===== src/rtl/pbit_pkg.sv =====
// Shared constants and the tanh table for the stochastic spin array.
// Assumes the random draw is RND_W = 8 bits, so tanh full scale is 128.
package pbit_pkg;
    localparam int RND_W    = 8;
    localparam int TANH_TOP = 128;
    localparam int TAB_FRAC = 3;   // table step is 1/8

    // tanh(idx/8) scaled to 128, rounded; saturates to 128 beyond 3.0
    function automatic logic [RND_W:0] tanh_q(input logic [15:0] idx);
        logic [RND_W:0] v;
        case (idx)
            16'd0:  v = 9'd0;
            16'd1:  v = 9'd16;
            16'd2:  v = 9'd31;
            16'd3:  v = 9'd46;
            16'd4:  v = 9'd59;
            16'd5:  v = 9'd71;
            16'd6:  v = 9'd81;
            16'd7:  v = 9'd90;
            16'd8:  v = 9'd97;
            16'd9:  v = 9'd104;
            16'd10: v = 9'd109;
            16'd11: v = 9'd113;
            16'd12: v = 9'd116;
            16'd13: v = 9'd118;
            16'd14: v = 9'd120;
            16'd15: v = 9'd122;
            16'd16: v = 9'd123;
            16'd17: v = 9'd124;
            16'd18: v = 9'd125;
            16'd19: v = 9'd126;
            16'd20: v = 9'd126;
            16'd21: v = 9'd127;
            16'd22: v = 9'd127;
            16'd23: v = 9'd127;
            16'd24: v = 9'd127;
            default: v = 9'd128;
        endcase
        return v;
    endfunction
endpackage


===== src/rtl/pbit_lfsr.sv =====
// 16-bit Galois shift register, one step per cycle, as a per-unit random source.
// Assumes SEED is non-zero; exposes the low OUT_W bits as a signed draw.
module pbit_lfsr #(
    parameter logic [15:0] SEED  = 16'hACE1,
    parameter int          OUT_W = 8
) (
    input  logic             clk,
    input  logic             rst_n,
    output logic [OUT_W-1:0] rnd
);
    localparam logic [15:0] TAPS = 16'hB400;

    logic [15:0] state_q;

    // advance the register every cycle
    always_ff @(posedge clk) begin
        if (!rst_n) state_q <= SEED;
        else        state_q <= (state_q >> 1) ^ (state_q[0] ? TAPS : 16'h0000);
    end

    assign rnd = state_q[OUT_W-1:0];


    lfsr_live_chk: assert property (@(posedge clk) disable iff (!rst_n)
        state_q != 16'h0000);
endmodule


===== src/rtl/pbit_field.sv =====
// Local field, beta scaling and clamp for one unit.
// Assumes neighbour indices address existing units; unused slots carry weight 0.
module pbit_field #(
    parameter int N_UNITS   = 8,
    parameter int MAX_NBR   = 6,
    parameter int WW        = 4,
    parameter int HW        = 6,
    parameter int BETA_W    = 8,
    parameter int BETA_FRAC = 4,
    parameter int FRAC      = 3,
    localparam int IW       = $clog2(N_UNITS),
    localparam int XW       = 7 + FRAC
) (
    input  logic [N_UNITS-1:0]          spins_in,
    input  logic [MAX_NBR-1:0][IW-1:0]  nbr_idx,
    input  logic [MAX_NBR-1:0][WW-1:0]  nbr_w,
    input  logic [HW-1:0]               bias,
    input  logic [BETA_W-1:0]           beta,
    output logic signed [XW-1:0]        x
);
    localparam int FMAX = MAX_NBR * (2 ** (WW - 1)) + 2 ** (HW - 1);
    localparam int FW   = $clog2(FMAX + 1) + 1;
    localparam int PW   = FW + BETA_W + 1;
    localparam int LSH  = (FRAC > BETA_FRAC) ? FRAC - BETA_FRAC : 0;
    localparam int RSH  = (BETA_FRAC > FRAC) ? BETA_FRAC - FRAC : 0;
    localparam int SHW  = PW + LSH;
    localparam int XMAX = 2 ** (6 + FRAC) - 1;
    localparam logic signed [SHW-1:0] HI = SHW'(XMAX);
    localparam logic signed [SHW-1:0] LO = -HI;

    logic signed [FW-1:0]  acc;
    logic signed [PW-1:0]  prod;
    logic signed [SHW-1:0] scaled;

    // sum signed neighbour contributions onto the bias
    always_comb begin
        acc = FW'($signed(bias));
        for (int k = 0; k < MAX_NBR; k++) begin
            if (spins_in[nbr_idx[k]]) acc = acc + FW'($signed(nbr_w[k]));
            else                      acc = acc - FW'($signed(nbr_w[k]));
        end
    end

    // scale by beta, align to FRAC fractional bits, clamp symmetrically
    always_comb begin
        prod   = PW'(acc) * PW'($signed({1'b0, beta}));
        scaled = (SHW'(prod) <<< LSH) >>> RSH;
        if (scaled > HI)      x = XW'(XMAX);
        else if (scaled < LO) x = -XW'(XMAX);
        else                  x = scaled[XW-1:0];
    end
endmodule


===== src/rtl/pbit_tanh.sv =====
// Saturating tanh of the clamped scaled field, odd-symmetric.
// Assumes FRAC >= 3 and a symmetric input range (no most-negative code).
module pbit_tanh #(
    parameter int FRAC = 3,
    localparam int XW  = 7 + FRAC
) (
    input  logic signed [XW-1:0]             x,
    output logic signed [pbit_pkg::RND_W:0]  t
);
    import pbit_pkg::*;

    logic              neg;
    logic [XW-1:0]     mag;
    logic [15:0]       idx;
    logic [RND_W:0]    v;

    // fold to magnitude, look up at 1/8 steps, restore the sign
    always_comb begin
        neg = x[XW-1];
        mag = neg ? XW'(-x) : XW'(x);
        idx = 16'(mag >> (FRAC - TAB_FRAC));
        v   = tanh_q(idx);
        t   = neg ? -$signed(v) : $signed(v);
    end
endmodule


===== src/rtl/pbit_seq.sv =====
// Colour-phase controller: steps classes 0..C-1, one per cycle, then pulses done.
// Assumes num_colours in 1..N_COL; 0 is treated as 1, larger values as N_COL.
module pbit_seq #(
    parameter int  N_COL = 4,
    localparam int CW    = $clog2(N_COL)
) (
    input  logic          clk,
    input  logic          rst_n,
    input  logic          sweep_start,
    input  logic [CW:0]   num_colours,
    output logic          busy,
    output logic [CW-1:0] phase,
    output logic          sweep_done
);
    logic [CW-1:0] last_q;
    logic [CW-1:0] last_d;

    // map the requested colour count onto the final phase index
    always_comb begin
        if (num_colours == '0)                      last_d = '0;
        else if (num_colours > (CW+1)'(N_COL))      last_d = CW'(N_COL - 1);
        else                                        last_d = CW'(num_colours - 1'b1);
    end

    // accept start when idle, advance phases, pulse done after the last
    always_ff @(posedge clk) begin
        if (!rst_n) begin
            busy       <= 1'b0;
            phase      <= '0;
            last_q     <= '0;
            sweep_done <= 1'b0;
        end else begin
            sweep_done <= 1'b0;
            if (!busy) begin
                if (sweep_start) begin
                    busy   <= 1'b1;
                    phase  <= '0;
                    last_q <= last_d;
                end
            end else if (phase == last_q) begin
                busy       <= 1'b0;
                sweep_done <= 1'b1;
            end else begin
                phase <= phase + 1'b1;
            end
        end
    end


    done_pulse_chk: assert property (@(posedge clk) disable iff (!rst_n)
        sweep_done |=> !sweep_done);

    done_on_end_chk: assert property (@(posedge clk) disable iff (!rst_n)
        $fell(busy) |-> sweep_done);

    start_busy_chk: assert property (@(posedge clk) disable iff (!rst_n)
        (busy && sweep_start) |=> (last_q == $past(last_q)));

    phase_bound_chk: assert property (@(posedge clk) disable iff (!rst_n)
        busy |-> (phase <= last_q));
endmodule


===== src/rtl/pbit_unit.sv =====
// One stochastic spin unit: stores its graph entry, draws and commits on its phase.
// Assumes config writes arrive only while idle (writes during busy are dropped).
module pbit_unit #(
    parameter int          ID        = 0,
    parameter int          N_UNITS   = 8,
    parameter int          MAX_NBR   = 6,
    parameter int          N_COL     = 4,
    parameter int          WW        = 4,
    parameter int          HW        = 6,
    parameter int          BETA_W    = 8,
    parameter int          BETA_FRAC = 4,
    parameter int          FRAC      = 3,
    parameter logic [15:0] SEED      = 16'hACE1,
    localparam int IW = $clog2(N_UNITS),
    localparam int SW = $clog2(MAX_NBR),
    localparam int CW = $clog2(N_COL),
    localparam int XW = 7 + FRAC
) (
    input  logic               clk,
    input  logic               rst_n,
    input  logic [N_UNITS-1:0] spins_in,
    input  logic               busy,
    input  logic [CW-1:0]      phase,
    input  logic [BETA_W-1:0]  beta,
    input  logic               cfg_we,
    input  logic               cfg_is_unit,
    input  logic [IW-1:0]      cfg_unit,
    input  logic [SW-1:0]      cfg_slot,
    input  logic [IW-1:0]      cfg_nbr,
    input  logic [WW-1:0]      cfg_weight,
    input  logic [HW-1:0]      cfg_bias,
    input  logic [CW-1:0]      cfg_colour,
    input  logic               cfg_spin,
    output logic               spin_out
);
    import pbit_pkg::*;

    localparam logic signed [RND_W:0] T_TOP = (RND_W+1)'(TANH_TOP);

    logic [MAX_NBR-1:0][IW-1:0] idx_q;
    logic [MAX_NBR-1:0][WW-1:0] w_q;
    logic [HW-1:0]              bias_q;
    logic [CW-1:0]              colour_q;
    logic                       spin_q;

    logic                       wr_sel;
    logic                       upd_en;
    logic signed [XW-1:0]       x;
    logic signed [RND_W:0]      t;
    logic [RND_W-1:0]           rnd;
    logic signed [RND_W:0]      r_ext;
    logic                       draw;

    pbit_field #(
        .N_UNITS(N_UNITS), .MAX_NBR(MAX_NBR), .WW(WW), .HW(HW),
        .BETA_W(BETA_W), .BETA_FRAC(BETA_FRAC), .FRAC(FRAC)
    ) u_field (
        .spins_in(spins_in), .nbr_idx(idx_q), .nbr_w(w_q),
        .bias(bias_q), .beta(beta), .x(x)
    );

    pbit_tanh #(.FRAC(FRAC)) u_tanh (.x(x), .t(t));

    pbit_lfsr #(.SEED(SEED), .OUT_W(RND_W)) u_rng (
        .clk(clk), .rst_n(rst_n), .rnd(rnd)
    );

    // decode a write for this unit and this unit's commit slot
    always_comb begin
        wr_sel = cfg_we && !busy && (cfg_unit == IW'(ID));
        upd_en = busy && (phase == colour_q);
        r_ext  = {rnd[RND_W-1], rnd};
        draw   = (t > r_ext);
    end

    // hold configuration; commit the drawn spin on this unit's phase
    always_ff @(posedge clk) begin
        if (!rst_n) begin
            idx_q    <= '0;
            w_q      <= '0;
            bias_q   <= '0;
            colour_q <= '0;
            spin_q   <= 1'b1;
        end else if (wr_sel) begin
            if (cfg_is_unit) begin
                bias_q   <= cfg_bias;
                colour_q <= cfg_colour;
                spin_q   <= cfg_spin;
            end else if (cfg_slot < SW'(MAX_NBR)) begin
                idx_q[cfg_slot] <= cfg_nbr;
                w_q[cfg_slot]   <= cfg_weight;
            end
        end else if (upd_en) begin
            spin_q <= draw;
        end
    end

    assign spin_out = spin_q;


    spin_hold_chk: assert property (@(posedge clk) disable iff (!rst_n)
        (!upd_en && !wr_sel) |=> $stable(spin_q));

    sat_pos_chk: assert property (@(posedge clk) disable iff (!rst_n)
        (upd_en && t == T_TOP) |=> spin_q);

    sat_neg_chk: assert property (@(posedge clk) disable iff (!rst_n)
        (upd_en && t == -T_TOP) |=> !spin_q);

    cfg_busy_chk: assert property (@(posedge clk) disable iff (!rst_n)
        (busy && !upd_en) |=> $stable(bias_q) && $stable(colour_q) && $stable(spin_q));
endmodule


===== src/rtl/pbit_array.sv =====
// Top of the colour-phased stochastic spin array: controller plus N_UNITS units.
// Assumes a proper colouring and beta/graph held steady while a sweep runs.
module pbit_array #(
    parameter int N_UNITS   = 8,
    parameter int MAX_NBR   = 6,
    parameter int N_COL     = 4,
    parameter int WW        = 4,
    parameter int HW        = 6,
    parameter int BETA_W    = 8,
    parameter int BETA_FRAC = 4,
    parameter int FRAC      = 3,
    localparam int IW = $clog2(N_UNITS),
    localparam int SW = $clog2(MAX_NBR),
    localparam int CW = $clog2(N_COL)
) (
    input  logic               clk,
    input  logic               rst_n,
    input  logic               cfg_we,
    input  logic               cfg_is_unit,
    input  logic [IW-1:0]      cfg_unit,
    input  logic [SW-1:0]      cfg_slot,
    input  logic [IW-1:0]      cfg_nbr,
    input  logic [WW-1:0]      cfg_weight,
    input  logic [HW-1:0]      cfg_bias,
    input  logic [CW-1:0]      cfg_colour,
    input  logic               cfg_spin,
    input  logic [CW:0]        num_colours,
    input  logic [BETA_W-1:0]  beta,
    input  logic               sweep_start,
    output logic               busy,
    output logic               sweep_done,
    output logic [N_UNITS-1:0] spins
);
    logic [CW-1:0] phase;

    pbit_seq #(.N_COL(N_COL)) u_seq (
        .clk(clk), .rst_n(rst_n), .sweep_start(sweep_start),
        .num_colours(num_colours), .busy(busy), .phase(phase),
        .sweep_done(sweep_done)
    );

    // one unit per spin, each with its own seed
    for (genvar i = 0; i < N_UNITS; i++) begin : g_unit
        localparam logic [15:0] SEED_I = (16'hACE1 ^ 16'(i * 913)) | 16'h0001;
        pbit_unit #(
            .ID(i), .N_UNITS(N_UNITS), .MAX_NBR(MAX_NBR), .N_COL(N_COL),
            .WW(WW), .HW(HW), .BETA_W(BETA_W), .BETA_FRAC(BETA_FRAC),
            .FRAC(FRAC), .SEED(SEED_I)
        ) u_unit (
            .clk(clk), .rst_n(rst_n), .spins_in(spins), .busy(busy),
            .phase(phase), .beta(beta), .cfg_we(cfg_we),
            .cfg_is_unit(cfg_is_unit), .cfg_unit(cfg_unit),
            .cfg_slot(cfg_slot), .cfg_nbr(cfg_nbr), .cfg_weight(cfg_weight),
            .cfg_bias(cfg_bias), .cfg_colour(cfg_colour),
            .cfg_spin(cfg_spin), .spin_out(spins[i])
        );
    end


    busy_no_done_chk: assert property (@(posedge clk) disable iff (!rst_n)
        sweep_done |-> !busy);
endmodule


===== config.mk =====
export PLATFORM = sky130hd
export DESIGN_NAME = pbit_array
export DESIGN_NICKNAME = d
export VERILOG_FILES = /design/src/rtl/pbit_pkg.sv /design/src/rtl/pbit_lfsr.sv /design/src/rtl/pbit_field.sv /design/src/rtl/pbit_tanh.sv /design/src/rtl/pbit_seq.sv /design/src/rtl/pbit_unit.sv /design/src/rtl/pbit_array.sv
export SDC_FILE = /design/constraint.sdc
export NUM_CORES = 2
export LEC_CHECK = 0
export ABC_AREA = 0
export BUFFER_PORTS_ARGS = -buffer_cell sky130_fd_sc_hd__buf_4
export CORE_MARGIN = 8
export CORE_UTILIZATION = 50
export CTS_CLUSTER_SIZE = 8
export DETAILED_ROUTE_END_ITERATION = 12
export HOLD_SLACK_MARGIN = 0.02
export PLACE_DENSITY = 0.65
export SYNTH_ARGS = -nofsm -noshare
export SYNTH_HDL_FRONTEND = slang
export SYNTH_HIERARCHICAL = 1
export SYNTH_SLANG_ARGS = --single-unit

===== constraint.sdc =====
create_clock -name clk -period 18.38 [get_ports clk]
set_input_delay 0 -clock clk [delete_from_list [all_inputs] [get_ports clk]]
set_output_delay 0 -clock clk [all_outputs]
set_load 0.005 [all_outputs]

**After elaboration in Yosys (flattened, before gate mapping)**

Memories as Yosys holds them, arrays and structs flattened.
Cells that the tools add are included.

- Memories: 8
- Register bits: 542
- Input port bits: 38
- Output and inout bits: 10
- Bits in latches: 0
- Memory bits (writable): 0
- ROM bits: 2048

- Mux-type cells: 238
- $lt $le $gt $ge: 76
- Reductions and logical operators: 65
- Divide/modulo/power cells: 0
- Eq/ne operators: 25
- Multiply operators: 8
- Add/subtract/negate cells: 114
- Shifts and indexed selects: 0
- Bitwise logic cells: 10

Memories:

| memory | depth | width | read ports | clocked after Yosys merged registers in | wr ports | RTL line | source |
|---|---|---|---|---|---|---|---|
| (name not given) | 32 | 8 | 1 | 0 | 0 | pbit_pkg.sv:11 | `case (idx)` |
| (name not given) | 32 | 8 | 1 | 0 | 0 | pbit_pkg.sv:11 |  |
| (name not given) | 32 | 8 | 1 | 0 | 0 | pbit_pkg.sv:11 |  |
| (name not given) | 32 | 8 | 1 | 0 | 0 | pbit_pkg.sv:11 |  |
| (name not given) | 32 | 8 | 1 | 0 | 0 | pbit_pkg.sv:11 |  |
| (name not given) | 32 | 8 | 1 | 0 | 0 | pbit_pkg.sv:11 |  |
| +2 memories | -- | -- | -- | -- | -- | -- |  |

Operators with widths:

| cell | count |
|---|---|
| 8-bit 2-to-1 mux | 48 |
| 8-bit by 4-bit adder with 8-bit output | 40 |
| 8-bit by 4-bit subtractor with 8-bit output | 40 |
| 10-bit 2-to-1 mux | 24 |
| 3-bit by 4-bit less-than comparator with 1-bit output, second input constant | 49 |
| 24-bit bitwise mux | 8 |
| 1-bit binary-select mux with 3-bit select | 48 |
| 18-bit bitwise mux | 8 |
| 9-bit 2-to-1 mux | 16 |
| 8-bit by 9-bit multiplier with 17-bit output | 8 |
| 16-bit by 10-bit greater-than comparator with 1-bit output, second input constant | 8 |
| 16-bit by 10-bit less-than comparator with 1-bit output, second input constant | 8 |
| 16-bit 2-to-1 mux | 8 |
| 15-bit by 16-bit XOR with 16-bit output | 8 |
| 11-bit logical NOT | 8 |
| 10-bit negator | 8 |
| 9-bit by 8-bit greater-than comparator with 1-bit output | 8 |
| 9-bit negator | 8 |
| 1-bit 2-to-1 mux | 69 |
| 6-bit by 4-bit adder with 7-bit output | 8 |
| 6-bit by 4-bit subtractor with 7-bit output | 8 |
| 2-bit AND reduction | 19 |
| 3-bit AND reduction | 8 |
| 2-bit equality test | 9 |
| other kinds (19) | 62 |

**Depth between registers and ports, before layout**

- Depth in word-level cells: 26
- Mapped depth: 68
- Depth with buffers taken out: 64

**Cells and area by module**

Netlist, hierarchy kept.

By module, submodules not included:

| module | area an instance (um^2) | instances | cells an instance | seq. area each (um^2) |
|---|---|---|---|---|
| pbit_field (g_unit[0].u_unit.u_field ...) | 5009.8 | 2 | 603 | 0.0 |
| pbit_field (g_unit[6].u_unit.u_field ...) | 4998.5 | 2 | 604 | 0.0 |
| pbit_field (g_unit[4].u_unit.u_field ...) | 4993.5 | 2 | 603 | 0.0 |
| pbit_tanh (g_unit[0].u_unit.u_tanh ...) | 818.3 | 7 | 118 | 0.0 |
| pbit_field (g_unit[2].u_unit.u_field) | 4923.5 | 1 | 593 | 0.0 |
| pbit_field (g_unit[3].u_unit.u_field) | 4922.2 | 1 | 583 | 0.0 |
| pbit_unit (g_unit[3].u_unit ...) | 2244.7 | 2 | 224 | 1021.0 |
| pbit_unit (g_unit[1].u_unit ...) | 2240.9 | 2 | 224 | 1021.0 |
| pbit_unit (g_unit[5].u_unit ...) | 2227.1 | 2 | 225 | 1021.0 |
| pbit_unit (g_unit[0].u_unit) | 2277.2 | 1 | 225 | 1021.0 |
| pbit_unit (g_unit[7].u_unit) | 2229.6 | 1 | 226 | 1021.0 |
| pbit_lfsr (g_unit[0].u_unit.u_rng ...) | 513.0 | 4 | 44 | 320.3 |
| pbit_lfsr (g_unit[2].u_unit.u_rng ...) | 515.5 | 2 | 44 | 320.3 |
| pbit_tanh (g_unit[1].u_unit.u_tanh) | 973.4 | 1 | 146 | 0.0 |
| +3 rows | -- | -- | -- | -- |

**Least setup slack after synthesis**

Ideal clock, no wire load.

- Path kind: reg-to-reg
- From: register g_unit[1].u_unit.spin_q
- To: register g_unit[1].u_unit.spin_q
- Arrival: 14.372 ns
- Buffers on the path: 4
- Path slack: 3.878 ns
- Library setup time: 0.130 ns
- Period minus slack after synthesis: 14.502 ns
- Cell stages (with the launch flop): 57
- Path through: dfxtp_1 > mux4_1 > mux2_4 > mux2_2 > fa_1 > fa_1 > fa_1 > ha_1 > a21o_1 > a21oi_1 > xnor2_1 > ha_1 > inv_1 > nor2_1 > nor2_1 > o21bai_1 > a21oi_1 > xnor2_1 > (+21 left out) > o2111ai_1 > clkbuf_1 > inv_1 > ha_1 > clkbuf_1 > o311ai_1 > o311a_2 > o21ai_2 > or3_1 > ha_1 > nand2_1 > o21ai_1 > xnor2_1 > ha_1 > nand2_1 > or3_1 > o211ai_1 > a32oi_1

- Longest elaborated chain between the ends: 26
- Elaborated cells on any way between the ends: 43

Ends and longest elaborated chain:

| item | RTL line | source |
|---|---|---|
| start, declared | pbit_unit.sv:44 | `logic spin_q;` |
| start signal, assigned | pbit_unit.sv:88 | `spin_q <= cfg_spin;` |
| start signal, assigned | pbit_unit.sv:94 | `spin_q <= draw;` |
| 1-bit binary-select mux with 3-bit select | pbit_field.sv:39 | `if (spins_in[nbr_idx[k]]) acc = acc + FW'($signed(nbr_w[k]));` |
| 1-bit 2-to-1 mux (not written as such) | pbit_field.sv:39 |  |
| 8-bit 2-to-1 mux | pbit_field.sv:39 |  |
| 8-bit by 4-bit subtractor with 8-bit output / 8-bit by 4-bit adder with 8-bit output (equally long branches) | pbit_field.sv:40, pbit_field.sv:39 |  |
| 8-bit 2-to-1 mux | pbit_field.sv:39 |  |
| 8-bit by 4-bit subtractor with 8-bit output / 8-bit by 4-bit adder with 8-bit output (equally long branches) | pbit_field.sv:40, pbit_field.sv:39 |  |
| 8-bit 2-to-1 mux | pbit_field.sv:39 |  |
| 8-bit by 4-bit subtractor with 8-bit output / 8-bit by 4-bit adder with 8-bit output (equally long branches) | pbit_field.sv:40, pbit_field.sv:39 |  |
| (+9 left out) | -- |  |
| named net g_unit[1].u_unit.x[1] | pbit_unit.sv:48 | `logic signed [XW-1:0] x;` |
| (+2 left out) | -- |  |
| memory 32 x 8 bit / 11-bit logical NOT (equally long branches) | -- |  |
| 9-bit 2-to-1 mux * | pbit_pkg.sv:11 |  |
| 9-bit negator | pbit_tanh.sv:23 | `t = neg ? -$signed(v) : $signed(v);` |
| 9-bit 2-to-1 mux * | pbit_tanh.sv:23 |  |
| named net g_unit[1].u_unit.t[4] | pbit_unit.sv:49 | `logic signed [RND_W:0] t;` |
| 9-bit by 8-bit greater-than comparator with 1-bit output * | pbit_unit.sv:73 | `draw = (t > r_ext);` |
| 1-bit 2-to-1 mux * | pbit_unit.sv:93 | `end else if (upd_en) begin` |
| 1-bit 2-to-1 mux * | pbit_unit.sv:84 | `end else if (wr_sel) begin` |

The timed path passes the listed nets; every way through them passes the cells marked *. The select of a mux whose other input is x is not followed.
A chain may end at the register's enable or synchronous reset.

**Worst setup path in the final report**

- From: register g_unit[4].u_unit.spin_q
- To: register g_unit[0].u_unit.spin_q

- Longest elaborated chain between the ends: 26
- Elaborated cells on any way between the ends: 43

Ends and longest elaborated chain:

| item | RTL line |
|---|---|
| start, declared | pbit_unit.sv:44 |
| start signal, assigned | pbit_unit.sv:88 |
| start signal, assigned | pbit_unit.sv:94 |
| 1-bit binary-select mux with 3-bit select | pbit_field.sv:39 |
| 1-bit 2-to-1 mux (not written as such) | pbit_field.sv:39 |
| 8-bit 2-to-1 mux | pbit_field.sv:39 |
| 8-bit by 4-bit subtractor with 8-bit output / 8-bit by 4-bit adder with 8-bit output (equally long branches) | pbit_field.sv:40, pbit_field.sv:39 |
| 8-bit 2-to-1 mux | pbit_field.sv:39 |
| 8-bit by 4-bit subtractor with 8-bit output / 8-bit by 4-bit adder with 8-bit output (equally long branches) | pbit_field.sv:40, pbit_field.sv:39 |
| 8-bit 2-to-1 mux | pbit_field.sv:39 |
| 8-bit by 4-bit subtractor with 8-bit output / 8-bit by 4-bit adder with 8-bit output (equally long branches) | pbit_field.sv:40, pbit_field.sv:39 |
| (+9 left out) | -- |
| named net g_unit[0].u_unit.x[9] | pbit_unit.sv:48 |
| (+2 left out) | -- |
| 11-bit logical NOT | pbit_pkg.sv:11 |
| 9-bit 2-to-1 mux | pbit_pkg.sv:11 |
| 9-bit negator | pbit_tanh.sv:23 |
| 9-bit 2-to-1 mux * | pbit_tanh.sv:23 |
| named net g_unit[0].u_unit.t[8] | pbit_unit.sv:49 |
| 9-bit by 8-bit greater-than comparator with 1-bit output * | pbit_unit.sv:73 |
| 1-bit 2-to-1 mux * | pbit_unit.sv:93 |
| 1-bit 2-to-1 mux * | pbit_unit.sv:84 |
| end signal, assigned | pbit_unit.sv:88 |
| end signal, assigned | pbit_unit.sv:94 |
| end, declared | pbit_unit.sv:44 |

Marks and branches as above.

==> impl_metrics.ini <==
[outcome]
outcome = finished clean

[synthesis]
synth_area_um2 = 68870
ys_ff_latch = 542
ys_seq_area_frac = 0.1575
yosysWarnings = 6
syn_nets = 9183
synth-edff-count = 0
syn-instance-count = 7950
avgSynthCellArea_um2 = 8.663
synth.distinct_cells = 119
ys.flop_type = dfxtp_1
synthArstFlopShare = 0

[worst_hold_path]
hold_depth = 4
hold_end = g_unit[0].u_unit/w_q[8]
hold_path.class = in -> reg
min_from = cfg_slot[1]

[placed_design]
place_ws_ps = 1256
io_buffers = 47
place_congestion = 0.8772
hpwl_um = 130000
place_inst = 9585

[pwr]
power_frac_comb = 0.374
finalPower_mw = 4.193
power_switching_share = 0.3769
p_int_mw = 2.613
p_per_area_nw_per_um2 = 57.53
p_leak_nw = 35.29
power_switching_mw = 1.580
clkPwrFrac = 0.333
vdd_drop_max_mv = 0.06188
seqPwrFrac = 0.293

[timing]
relSlewSlack = 0.1754
final_hold_viol_count = 0
worst_pin_slew_ps = 1228
clock.fmax_ghz = 0.05790
setup_viol = 0
fin_crit_ps = 17270
drv_slew = 0
setup_tns_ps = 0
fin_ws_ps = 1110
period_share = 0.9396
skew_ps = 21.09
rsz0062_at_grt = no

[cts]
clk_pin_slew_ps = 50
cts_buffer_depth = 3
cts_tree = yes
cts_sinks = 542
clk_latency_ps = 670
cts_buffers = 81
htreeDepth = 3
cts_root_buffer = clkbuf_16

[setup_path]
reg2reg_from = g_unit[4].u_unit/spin_out
required_ps = 18860
critPathCaptureType = flip-flop
arrival_ps = 17750
r2r_end = g_unit[0].u_unit/spin_out
rrSetupSlack_ps = 1110
crit_fanout = 31
worst_path_most_repeated_cell = ha_1
cpPeakStageDelay_ps = 840
reg2reg_depth = 58
crit_slowest_cell = dfxtp_2
path_class = reg -> reg
worstSetupStartpointType = flip-flop

[global_route]
grt.overflow.total = 0
grt_pass1_wl_um = 281100
antenna_found_initial = 9
grt_max_degree = 200
track_usage = 0.2214
grt_pass1_vias = 54818

[detailed_routing]
drc = 0
firstDrtPassIters = 6
drt.antenna.violating_nets = 0
route.vias.total = 55691
drtIter0Drc = 3441
wl_per_cell_um = 17.57
totalWireLength_um = 170800
routed_via_density = 5.730

[layout]
num-fill-cells = 12623
synthToLayoutAreaGrowth_pct = 5.821
fin_nets = 9136
fin_cells = 9720
layout-drive-gt1-share = 0.06451

[floorplan]
io_pins = 48
core_um2 = 137200
die_w_um = 387.1
die-area_um2 = 149900
rows = 136
initial_core_util = 0.5022
die_height_um = 387.1

[run]
cap_viol_max_count = 0
-- through the flow --
stage	hold WS [ps]	cell area, µm²	utilization
2_1_floorplan	73.04	68870	-
3_3_place_gp	264.1	70290	0.5125
3_5_place_dp	263.8	70290	0.5125
4_1_cts	46.98	72860	0.5313
5_1_grt	110.7	72880	0.5314
6_report	115.3	72880	0.5314
-- layout make-up --
| cell class | instances | area, µm² | share of cell area |
|---|---|---|---|
| Sequential cell | 542 | 10860 | 0.1490 |
| Multi-Input combinational cell | 6276 | 53160 | 0.7294 |
| Timing Repair inverter | 1 | 5.005 | 0.00006867 |
| Antenna cell | 5 | 12.51 | 0.0001717 |
| Inverter | 882 | 3314 | 0.04548 |
| Timing Repair Buffer | 119 | 996.0 | 0.01366 |
| Clock inverter | 13 | 205.2 | 0.002815 |
| Clock buffer | 88 | 2083 | 0.02858 |
| Tap cell | 1794 | 2245 | 0.03080 |
-- cells in the mapped netlist, types with 69 or more instances --
master	number	share of area
inv_1	881	0.048
ha_1	851	0.15
nand2_1	732	0.040
dfxtp_1	542	0.16
mux2i_1	454	0.066
and2_1	412	0.037
a21oi_1	382	0.028
nor2_1	379	0.021
fa_1	344	0.10
xnor2_1	314	0.040
o21ai_0	289	0.021
nor2b_1	223	0.020
xor2_1	183	0.023
nand3_1	144	0.010
nand2b_1	125	0.011
nor3_1	107	0.0078
a21o_1	103	0.011
clkbuf_1	84	0.0046
o21bai_1	74	0.0081
or3_1	73	0.0066
mux2_2	71	0.012
buf_4	69	0.0075
-- power by group through the flow --
stage,sequential (mW),combinational (mW),clock (mW)
floorplan,1.25,1.21,0
global placement,1.25,1.51,0
detailed placement,1.25,1.54,0
CTS,1.23,1.56,1.43
global route,1.23,1.75,1.48
finish,1.23,1.57,1.39
-- worst max path at each step --
stage | from | to | slack (ps) | cells after the start
2_1_floorplan | g_unit[1].u_unit/spin_out | g_unit[1].u_unit/spin_out | 3880 | 56
3_3_place_gp | g_unit[4].u_unit/spin_out | g_unit[0].u_unit/spin_out | 1350 | 58
3_5_place_dp | g_unit[4].u_unit/spin_out | g_unit[0].u_unit/spin_out | 1260 | 58
4_1_cts | g_unit[4].u_unit/spin_out | g_unit[0].u_unit/spin_out | 1190 | 58
5_1_grt | g_unit[0].u_unit/spin_out | g_unit[7].u_unit/spin_out | 30 | 56
6_report | g_unit[4].u_unit/spin_out | g_unit[0].u_unit/spin_out | 1110 | 58
-- worst max-delay path, delay by kind of cell (launching register included) --
kind / cells / cell delay (ps)
buffers and inverters: 8 / 1680
adder cells (fa/ha/maj): 14 / 5030
AO/OA/AOI/OAI: 14 / 4910
multiplexers: 3 / 830
AND/OR/NAND/NOR: 10 / 1650
flip-flops: 1 / 840
XOR/XNOR: 9 / 2100
-- sequential cells by signal, indices dropped and copies added, names as in the netlist --
name / count
u_seq/sweep_done: 1
g_unit.u_unit/spin_out: 8
g_unit.u_unit/idx_q: 144
g_unit.u_unit/colour_q: 16
u_seq/busy: 1
g_unit.u_unit/bias_q: 48
g_unit.u_unit/u_rng/state_q: 128
u_seq/last_q: 2
u_seq/phase: 2
g_unit.u_unit/w_q: 192
-- layer usage --
| metal | vias up | part of all wire | track usage |
|---|---|---|---|
| met5 | - | 0.00016 | 0 |
| met3 | 249 | 0.047 | 0.02577 |
| met4 | 4 | 0.031 | 0.07019 |
| li1 | 27477 | - | - |
| met2 | 1196 | 0.47 | 0.3789 |
| met1 | 26765 | 0.45 | 0.2916 |
-- cells in the final DEF, fill, tap and decap left out, types with 17 or more instances in the layout --
cell type      synthesis  routed
o211ai_1              47      47
or2_1                 25      25
o21a_1                33      33
fa_1                 344     344
or3_1                 73      73
clkbuf_16              0      81
dfxtp_1              542     533
ha_1                 851     851
mux2_2                71      71
inv_1                881     880
a21o_1               103     103
nand3_1              144     144
dlygate4sd3_1          0      28
o21bai_1              74      74
nand2_1              732     732
buf_4                 69      88
xnor2_1              314     313
nor4_1                34      34
xor2_1               183     183
a21oi_1              382     382
o21ai_1               31      31
nor2b_1              223     223
o21ai_0              289     289
a31oi_1               39      39
nand4_1               49      49
o22ai_1               42      42
o2111ai_1             51      51
mux4_2                68      68
a221oi_1              17      17
o31ai_1               31      30
and2_1               412     412
nor2_1               379     379
mux2i_1              454     454
nand2b_1             125     125
a211oi_1              52      52
mux4_1                28      28
nor3b_1               23      23
nor3_1               107     107
or4_1                 41      41
-- kinds of logic after synthesis --
logic type / after synthesis / synth area share
AND/OR/NAND/NOR: 2505 / 0.1915
AO/OA/AOI/OAI: 1397 / 0.1353
adder cells (fa/ha/maj): 1197 / 0.2549
buffers and inverters: 1132 / 0.07125
multiplexers: 642 / 0.1155
flip-flops: 542 / 0.1575
XOR/XNOR: 535 / 0.07403
-- timing repair --
action	4_1_cts	5_1_grt
resized for setup	0	1
endpoints found under the hold margin	388	0
buffers inserted	0	0
endpoints found under the setup margin	0	1
hold buffers	28	0
No activity file was read; power rests on OpenSTA's default activity.
